`config.mk`:
```
export PLATFORM = sky130hd
export DESIGN_NAME = xcvr_top
export DESIGN_NICKNAME = d
export VERILOG_FILES = /design/src/rtl/xcvr_pkg.sv /design/src/rtl/xcvr_edge.sv /design/src/rtl/xcvr_store.sv /design/src/rtl/xcvr_lane.sv /design/src/rtl/xcvr_top.sv
export SDC_FILE = /design/constraint.sdc
export NUM_CORES = 1
export LEC_CHECK = 0
export BUFFER_PORTS_ARGS = -buffer_cell sky130_fd_sc_hd__buf_2
export CAP_MARGIN = 5
export CORE_AREA = 5 5 67 99
export DETAILED_ROUTE_END_ITERATION = 10
export DIE_AREA = 0 0 72 104
export PLACE_DENSITY = 0.65
export SYNTH_ARGS = -nofsm -noshare
export SYNTH_HDL_FRONTEND = slang
export SYNTH_SLANG_ARGS = --single-unit
```
`constraint.sdc`:
```
create_clock -name clk -period 1.3 [get_ports clk]
set_input_delay 0.065 -clock clk [delete_from_list [all_inputs] [get_ports clk]]
set_output_delay 0.065 -clock clk [all_outputs]
set_load 0.03 [all_outputs]
```
`src/rtl/xcvr_pkg.sv`:
```
package xcvr_pkg;

    localparam int XCVR_LANE_W = 8;
    localparam int XCVR_LANES  = 2;

    typedef enum logic [1:0] {
        DRV_NONE = 2'd0,
        DRV_A    = 2'd1,
        DRV_B    = 2'd2
    } drive_e;

    typedef struct packed {
        logic oe_n;
        logic dir;
        logic cap_ab;
        logic cap_ba;
        logic sel_ab;
        logic sel_ba;
    } lane_ctl_t;

    function automatic drive_e drive_of(input logic oe_n, input logic dir);
        if (oe_n)
            return DRV_NONE;
        return dir ? DRV_B : DRV_A;
    endfunction

endpackage

```
`src/rtl/xcvr_edge.sv`:
```
module xcvr_edge #(
    parameter int N = 2
) (
    input  logic         clk,
    input  logic         rst,
    input  logic [N-1:0] lvl,
    output logic [N-1:0] rise
);
    logic [N-1:0] prev_q;

    always_ff @(posedge clk) begin
        if (rst)
            prev_q <= '0;
        else
            prev_q <= lvl;
    end

    assign rise = lvl & ~prev_q;
endmodule

```
`src/rtl/xcvr_store.sv`:
```
module xcvr_store #(
    parameter int W = 8
) (
    input  logic         clk,
    input  logic         rst,
    input  logic         load,
    input  logic [W-1:0] d,
    output logic [W-1:0] q
);
    always_ff @(posedge clk) begin
        if (rst)
            q <= '0;
        else if (load)
            q <= d;
    end
endmodule

```
`src/rtl/xcvr_lane.sv`:
```
module xcvr_lane
    import xcvr_pkg::*;
#(
    parameter int LW = XCVR_LANE_W
) (
    input  logic          clk,
    input  logic          rst,
    input  lane_ctl_t     ctl,
    input  logic [LW-1:0] a_in,
    input  logic [LW-1:0] b_in,
    output logic [LW-1:0] a_out,
    output logic [LW-1:0] b_out,
    output logic          a_oe,
    output logic          b_oe,
    output logic [LW-1:0] st_a,
    output logic [LW-1:0] st_b
);
    drive_e     drv;
    logic [1:0] rise;

    assign drv  = drive_of(ctl.oe_n, ctl.dir);
    assign a_oe = (drv == DRV_A);
    assign b_oe = (drv == DRV_B);

    xcvr_edge #(.N(2)) u_edge (
        .clk  (clk),
        .rst  (rst),
        .lvl  ({ctl.cap_ba, ctl.cap_ab}),
        .rise (rise)
    );

    xcvr_store #(.W(LW)) u_st_a (
        .clk  (clk),
        .rst  (rst),
        .load (rise[0] & ~a_oe),
        .d    (a_in),
        .q    (st_a)
    );

    xcvr_store #(.W(LW)) u_st_b (
        .clk  (clk),
        .rst  (rst),
        .load (rise[1] & ~b_oe),
        .d    (b_in),
        .q    (st_b)
    );

    always_comb begin
        a_out = '0;
        b_out = '0;
        case (drv)
            DRV_B:   b_out = ctl.sel_ab ? st_a : a_in;
            DRV_A:   a_out = ctl.sel_ba ? st_b : b_in;
            default: ;
        endcase
    end
endmodule

```
`src/rtl/xcvr_top.sv`:
```
module xcvr_top
    import xcvr_pkg::*;
#(
    parameter int LANE_W = XCVR_LANE_W,
    parameter int LANES  = XCVR_LANES,
    localparam int BUS_W = LANE_W * LANES
) (
    input  logic             clk,
    input  logic             rst,
    input  logic [LANES-1:0] oe_n,
    input  logic [LANES-1:0] dir,
    input  logic [LANES-1:0] cap_ab,
    input  logic [LANES-1:0] cap_ba,
    input  logic [LANES-1:0] sel_ab,
    input  logic [LANES-1:0] sel_ba,
    input  logic [BUS_W-1:0] a_in,
    output logic [BUS_W-1:0] a_out,
    output logic [LANES-1:0] a_oe,
    input  logic [BUS_W-1:0] b_in,
    output logic [BUS_W-1:0] b_out,
    output logic [LANES-1:0] b_oe
);
    logic [BUS_W-1:0] st_a;
    logic [BUS_W-1:0] st_b;

    for (genvar l = 0; l < LANES; l++) begin : g_lane
        lane_ctl_t ctl;

        assign ctl = '{oe_n:   oe_n[l],
                       dir:    dir[l],
                       cap_ab: cap_ab[l],
                       cap_ba: cap_ba[l],
                       sel_ab: sel_ab[l],
                       sel_ba: sel_ba[l]};

        xcvr_lane #(.LW(LANE_W)) u_lane (
            .clk   (clk),
            .rst   (rst),
            .ctl   (ctl),
            .a_in  (a_in[l*LANE_W +: LANE_W]),
            .b_in  (b_in[l*LANE_W +: LANE_W]),
            .a_out (a_out[l*LANE_W +: LANE_W]),
            .b_out (b_out[l*LANE_W +: LANE_W]),
            .a_oe  (a_oe[l]),
            .b_oe  (b_oe[l]),
            .st_a  (st_a[l*LANE_W +: LANE_W]),
            .st_b  (st_b[l*LANE_W +: LANE_W])
        );
    end
endmodule

```
==> metrics.md, run 1 <==
| Metric | Value |
|---|---|
| Setup TNS | 0 ns |
| CP Class | reg2reg |
| Placed cell areas | 2570 um^2 |
| TritonCTS clock tree | built |
| Initial DRC Count | 76 |
| CP Max Fanout | 8 |
| Fin area | 2640 um^2 |
| Drt total wl | 4.51 mm |
| Count of cell types in the netlist | 15 |
| Layout area overhead | 20.8% |
| Starting Density | 38.4% |
| Clock skew | 0.00133 ns |
| # hold bufs at CTS | 0 |
| CTS Buf Count | 5 |
| Core ar. | 5700 um^2 |
| Worst rel slew slack | 70.0% |
| Post-Synthesis Cell Area | 2190 um^2 |
| Postcts setup bufs | 0 |
| Die H | 104 um |
| Highest Clock Rate | 922 MHz |
| Fill cell total of the finished layout | 590 |
| Final ANT Viol Nets | 0 |
| RSZ-0062 raised after global routing | no |
| CP Launch Type | flip-flop |
| Slew Viols, Final | 0 |
| Area contributors post-synth | dfxtp_1 33%, mux2i_1 29%, nand2b_1 14%, nor2_1 5.5%, or2b_1 5.5% |
| Register bit total from synthesis | 36 |
| Yosys top cell by area | dfxtp_1 |
| ANT cells | 0 |
| Worst EP required | 1.51 ns |
| Ys Warns | 0 |
| Final Critical Period | 1.08 ns |
| Sequential element share of the synthesized area | 32.9% |
| Global-route wire length before repair | 7.45 mm |
| Leak | 1.30 nW |
| Synth Instances | 235 |
| Final setup violation count | 0 |
| CTS Root Cell | clkbuf_8 |
| Vias/cell | 4.59 |
| Layout cells sized above 1 | 31.8% |
| Top-level port count | 82 |
| Total chip power | 2.46 mW |
| Status | complete, no violations |
| Max cap viols | 0 |
| Initial antenna violation count | 0 |
| Endpoint class of the critical path | flip-flop |
| Clock sinks | 36 |
| Type of the most critical hold path | in2reg |
| Fin crit share | 83.4% |
| Vias | 1729 |
| Vias in the first global route | 1695 |
| Site Rows | 34 |
| Worst slew pin tran | 0.450 ns |
| Worst-Skew Late Latency | 0.27 ns |
| Maximum VDD drop | 0.662 mV |
| Post-synth top area share | 32.9% |
| DR DRC count | 0 |
| I/O Buffers | 81 |
| Die W | 72 um |
| Routed WL per cell | 11.9 um |
| Syn_nets | 281 |
| Clock-pin transition on the worst setup and hold timing paths | 0.07 ns |
| Total die area | 7490 um^2 |
| CTS Buffer Depth | 2 |
| Final Hold Viols | 0 |
| Pre-CTS WS | 0.127 ns |
| Layout Nets | 353 |
| CTS H-Tree Depth | 2 |
| Largest net degree at the start of global routing | 69 |
| Grt total ovfl | 0 |
| Worst EP arrival | 1.29 ns |
| Cts repair resizes | 0 |
| DRT Pass-1 Iters | 4 |
| Gpl congestion | 0.712 |
| Post-Syn Area per Cell | 9.31 um^2 |
| Final WS setup | 0.215 ns |
| Detail Placement HPWL | 3.43 mm |
| Cell area power density | 931 nW/um^2 |
| GR Util All Layers | 12.2% |
-- per-stage QoR --
step | hold slack, ns | utilization (%) | std cells
3_5_place_dp | 0.293 | 45.2 | 372
3_3_place_gp | 0.288 | 45.2 | 372
4_1_cts | 0.00255 | 46.4 | 377
5_1_grt | 0.0239 | 46.4 | 377
2_1_floorplan | 0.193 | - | 235
6_report | 0.0101 | 46.4 | 377
-- flip-flops by register name, summed over array words and instances (netlist names) --
name / cells
g_lane.u_lane.u_st_a.q: 16
g_lane.u_lane.u_st_b.q: 16
g_lane.u_lane.u_edge.prev_q: 4
-- path summary, 6_finish.rpt --
check,slack [ns],endpoint,depth (start not counted),start
setup / recovery,0.22,g_lane[0].u_lane.u_st_b.q[7]$_SDFFE_PP0P_,2,g_lane[0].u_lane.u_edge.prev_q[1]$_SDFF_PP0_
hold / removal,0.01,g_lane[1].u_lane.u_edge.prev_q[0]$_SDFF_PP0_,2,cap_ab[1]
setup reg to reg,0.22,g_lane[0].u_lane.u_st_b.q[7]$_SDFFE_PP0P_,2,g_lane[0].u_lane.u_edge.prev_q[1]$_SDFF_PP0_
hold reg to reg,0.47,g_lane[0].u_lane.u_st_b.q[1]$_SDFFE_PP0P_,2,g_lane[0].u_lane.u_st_b.q[1]$_SDFFE_PP0P_
-- worst max-delay path, stage by stage, from the launching register on --
cell and delay, ns:
dfxtp_1 0.30, and3b_1 0.48, mux2i_1 0.23
-- cell type report --
class | instances | area (um^2) | share of cell area, %
well taps | 72 | 90.1 | 3.41
clock buffers | 5 | 68.8 | 2.60
flip-flops and latches | 36 | 721 | 27.3
multi-input cells | 172 | 1270 | 48.2
inverters | 4 | 20.0 | 0.757
repair buffers | 88 | 470 | 17.8
-- placed cells by master (no fill, tap or decap) --
cell type | synthesis | final
and3b_1 | 2 | 2
nor2_1 | 32 | 32
buf_4 | 4 | 6
nand2b_1 | 50 | 50
nor3b_2 | 2 | 2
buf_12 | 0 | 1
clkbuf_8 | 0 | 5
buf_2 | 4 | 81
inv_1 | 2 | 2
mux2i_1 | 64 | 64
or2b_1 | 16 | 16
or2_1 | 2 | 2
nor2b_1 | 4 | 4
dfxtp_1 | 36 | 36
inv_4 | 2 | 2
-- report_power, final --
part / leakage, nW / internal [mW] / switching, mW / total (mW)
Sequential: 0.296 / 1.17 / 0.0305 / 1.20
Combinational: 0.971 / 0.257 / 0.297 / 0.554
Clock: 0.0359 / 0.345 / 0.360 / 0.706
Total: 1.30 / 1.77 / 0.688 / 2.46
-- cells by family after synthesis --
kind of cell           Yosys count  share of synthesized area, %
and+or+nand+nor                108                          28.9
muxes                           64                          29.3
DFF                             36                          32.9
buffers and inverters           27                          8.86
-- synthesized netlist by cell type --
library cell,number
and3b_1,2
buf_2,4
buf_4,4
buf_6,9
clkbuf_1,6
dfxtp_1,36
inv_1,2
inv_4,2
mux2i_1,64
nand2b_1,50
nor2_1,32
nor2b_1,4
nor3b_2,2
or2_1,2
or2b_1,16
-- layer usage --
metal  up-vias  GRT usage [%]  routed length [um]
met1       786           13.5                1760
met2        44           21.6                2400
met5         -              0                   0
met3         5           3.00                 288
li1        894              -                   -
met4         0           5.11                  64
(Power assumes the default switching activity.)
==> inputs of run 2 (changes only) <==
--- a/config.mk
+++ b/config.mk
@@ -5,12 +5,13 @@
 export SDC_FILE = /design/constraint.sdc
 export NUM_CORES = 1
 export LEC_CHECK = 0
+export ABC_AREA = 1
 export BUFFER_PORTS_ARGS = -buffer_cell sky130_fd_sc_hd__buf_2
 export CAP_MARGIN = 5
-export CORE_AREA = 5 5 67 99
+export CORE_AREA = 5 5 65 96
 export DETAILED_ROUTE_END_ITERATION = 10
-export DIE_AREA = 0 0 72 104
-export PLACE_DENSITY = 0.65
+export DIE_AREA = 0 0 70 101
+export PLACE_DENSITY = 0.69
 export SYNTH_ARGS = -nofsm -noshare
 export SYNTH_HDL_FRONTEND = slang
 export SYNTH_SLANG_ARGS = --single-unit
==> constraint.sdc (replaced) <==
create_clock -name clk -period 0.95 [get_ports clk]
set_input_delay 0.0475 -clock clk [delete_from_list [all_inputs] [get_ports clk]]
set_output_delay 0.0475 -clock clk [all_outputs]
set_load 0.03 [all_outputs]
==> run 2 against run 1 <==
Effect of this change: the flow now finishes with violations (setup timing); wire length up 17%; design area up 14%; utilization up 9.9 points; clock power up 54%; critical path depth up 1; largest power group unchanged; synthesized cell count up 32%; total power up 57%.
==> metrics.md, run 2 <==
| Metric | Value |
|---|---|
| Initial DRC Count | 157 |
| Type of the most critical hold path | in2reg |
| Worst-Skew Late Latency | 0.28 ns |
| ANT cells | 0 |
| Most frequent cells in the layout | 53 x nor2_1, 49 x buf_2, 47 x inv_1 |
| Synth Instances | 310 |
| Total die area | 7070 um^2 |
| Highest Clock Rate | 945 MHz |
| Pre-CTS WS | -0.00419 ns |
| Worst slew pin tran | 0.463 ns |
| Clock sinks | 36 |
| EDFF count, synth | 0 |
| Grt total ovfl | 0 |
| CTS Buffer Depth | 2 |
| Clock skew | 0.00113 ns |
| CTS Buf Count | 5 |
| Final WS setup | -0.108 ns |
| GR Util All Layers | 14.4% |
| Starting Density | 38.1% |
| Endpoint class of the critical path | output port |
| I/O Buffers | 81 |
| Fin crit share | 111% |
| Maximum VDD drop | 0.981 mV |
| Routed WL per cell | 11.1 um |
| Async set-reset flop share out of synthesis | 0% |
| Setup slack, reg-to-reg | 0.05 ns |
| Most common cell after layout, fill and taps aside | nor2_1 |
| Compound-Gate Fraction of Synth Area | 19.8% |
| Most frequent cells after synthesis | 54 x nor2_1, 47 x a21oi_1, 47 x inv_1 |
| Synth Area in Simple Gates | 30.2% |
| Core ar. | 5370 um^2 |
| Final Hold Viols | 0 |
| Top-level port count | 82 |
| Sw frac | 30.5% |
| CP Class | reg2out |
| CTS H-Tree Depth | 2 |
| Reg2reg path depth | 5 |
| DRT Pass-1 Iters | 4 |
| Largest net degree at the start of global routing | 17 |
| Largest family of logic cells by synthesized area | simple AND/OR/NAND/NOR gates |
| Worst setup path end | a_out[10] |
| Worst EP arrival | 1.01 ns |
| Ys Warns | 0 |
| Most frequent cell after synthesis | nor2_1 |
| Register bit total from synthesis | 36 |
| CTS Root Cell | clkbuf_8 |
| DR DRC count | 0 |
| Gpl congestion | 0.761 |
| Layout Nets | 449 |
| Vias/cell | 4.74 |
| Post-Synthesis Cell Area | 2040 um^2 |
| Vias in the first global route | 2111 |
| Clock-pin transition on the worst setup and hold timing paths | 0.07 ns |
| Worst r2r src | g_lane[1].u_lane.u_edge.prev_q[1]$_SDFF_PP0_ |
| RSZ-0062 raised after global routing | yes |
| Comb pwr share | 27.6% |
| Hold slack | 0.00882 ns |
| Cell area power density | 1280 nW/um^2 |
| Net switching power | 1.18 mW |
| Global-route wire length before repair | 8.53 mm |
| Area contributors post-synth | dfxtp_1 35%, a21oi_1 12%, nor2_1 9.9%, inv_1 8.6%, o21ai_0 7.8% |
| Final setup violation count | 32 |
| CP Launch Type | flip-flop |
| Multiplexer share of the synthesized area | 0% |
| Detail Placement HPWL | 3.67 mm |
| Failing checks | setup timing |
| Status | finished with violations |
| Die H | 101 um |
| Slew Viols, Final | 0 |
| Site Rows | 33 |
| Drt total wl | 5.29 mm |
| CP Max Fanout | 2 |
| Yosys top cell by area | dfxtp_1 |
| Vias | 2249 |
| Leak | 1.53 nW |
| Final Critical Period | 1.06 ns |
| XOR/XNOR Fraction of Synth Area | 0% |
| Worst rel slew slack | 69.1% |
| Count of cell types in the netlist | 17 |
| TritonCTS clock tree | built |
| Max cap viols | 0 |
| Initial antenna violation count | 0 |
| Int Pwr | 2.69 mW |
| Post-synth top area share | 35.3% |
| Top_reg_cell synth | dfxtp_1 |
| Post-Syn Area per Cell | 6.59 um^2 |
| Synth Area in Adders | 0% |
| Worst EP required | 0.90 ns |
| Layout cells sized above 1 | 44.6% |
| Syn_nets | 356 |
| Die W | 70 um |
| Worst reg2reg path endpoint | g_lane[1].u_lane.u_st_b.q[6]$_SDFFE_PP0P_ |
| Sequential element share of the synthesized area | 35.3% |
| Final ANT Viol Nets | 0 |
| Layout area overhead | 47.9% |
| Seq pwr share | 44.2% |
| Worst setup startpoint | g_lane[1].u_lane.u_st_b.q[2]$_SDFFE_PP0P_ |
| Largest regs | g_lane.u_lane.u_st_a.q: 16 flops, g_lane.u_lane.u_st_b.q: 16 flops, g_lane.u_lane.u_edge.prev_q: 4 flops |
| Clock Power Share | 28.2% |
[run 2: changes by cell type after synthesis, moves of 5 or more]
cell	delta
nor2_1	+22
mux2i_1	-64
buf_6	-6
or2b_1	-16
clkbuf_1	-6
inv_1	+45
o21ai_0	+32
a21oi_1	+47
nand2b_1	-50
nor2_4	+5
nand3_1	+28
nand2_1	+36
[run 2: cell families (layout without fill, tap and decap cells)]
kind of cell | after synthesis | after routing
AND/OR/NAND/NOR | 130 | 130
AO/OA/AOI/OAI | 80 | 80
buffers and inverters | 64 | 158
flip-flops | 36 | 36
[run 2: worst min-delay path by stage]
stage | from | to | depth (start not counted)
CTS | cap_ba[0] | g_lane[0].u_lane.u_edge.prev_q[1]$_SDFF_PP0_ | 3
global route | cap_ba[0] | g_lane[0].u_lane.u_edge.prev_q[1]$_SDFF_PP0_ | 3
finish | cap_ab[1] | g_lane[1].u_lane.u_edge.prev_q[0]$_SDFF_PP0_ | 3
detailed placement | rst | g_lane[0].u_lane.u_edge.prev_q[0]$_SDFF_PP0_ | 2
global placement | cap_ab[1] | g_lane[1].u_lane.u_edge.prev_q[0]$_SDFF_PP0_ | 3
floorplan | rst | g_lane[0].u_lane.u_edge.prev_q[0]$_SDFF_PP0_ | 1
[run 2: layout make-up]
| class | instances | area, um^2 |
|---|---|---|
| fill | 540 | 2340 |
| tap | 70 | 87.6 |
| timing repair buffer | 101 | 778 |
| sequential | 36 | 762 |
| multi-input combinational | 210 | 1120 |
| inverter | 49 | 184 |
| clock buffer | 8 | 90.1 |
[run 2: timing repair]
item | CTS | global route
pin swaps | 24 | 14
gates resized for setup | 96 | 40
hold buffers | 2 | 0
endpoints found under the hold margin | 4 | 0
gates cloned | 0 | 1
setup endpoints to repair | 32 | 36
setup buffers | 2 | 0
[run 2: per-stage QoR]
step,setup TNS [ns],std cells,power [mW],area (um^2),utilization [%]
3_5_place_dp,-0.00578,461,2.64,2610,48.6
6_report,-1.78,474,3.87,3020,56.3
4_1_cts,-2.64,473,3.85,2870,53.5
2_1_floorplan,-0.0236,310,2.32,2040,-
3_3_place_gp,-0.000199,461,2.62,2610,48.6
5_1_grt,-3.91,474,4.14,3020,56.3
[run 2: worst max-delay path: stages, from the launching register on]
cell and delay, ns:
dfxtp_2 0.33, o21ai_1 0.06, a21oi_1 0.15, buf_4 0.19
[run 2: power by group through the flow]
stage	Clock [mW]	Sequential, mW	Combinational (mW)
floorplan	0	1.70	0.625
global placement	0	1.71	0.916
detailed placement	0	1.71	0.926
CTS	1.15	1.70	1.00
global route	1.23	1.73	1.18
finish	1.09	1.71	1.07
[run 2: layer usage]
layer | track usage [%] | vias to the layer above | share of wire, %
met3 | 3.19 | 6 | 5.2
met4 | 5.60 | 0 | 1.5
li1 | - | 1173 | -
met5 | 0 | - | 0
met1 | 15.3 | 1007 | 40
met2 | 27.1 | 63 | 53
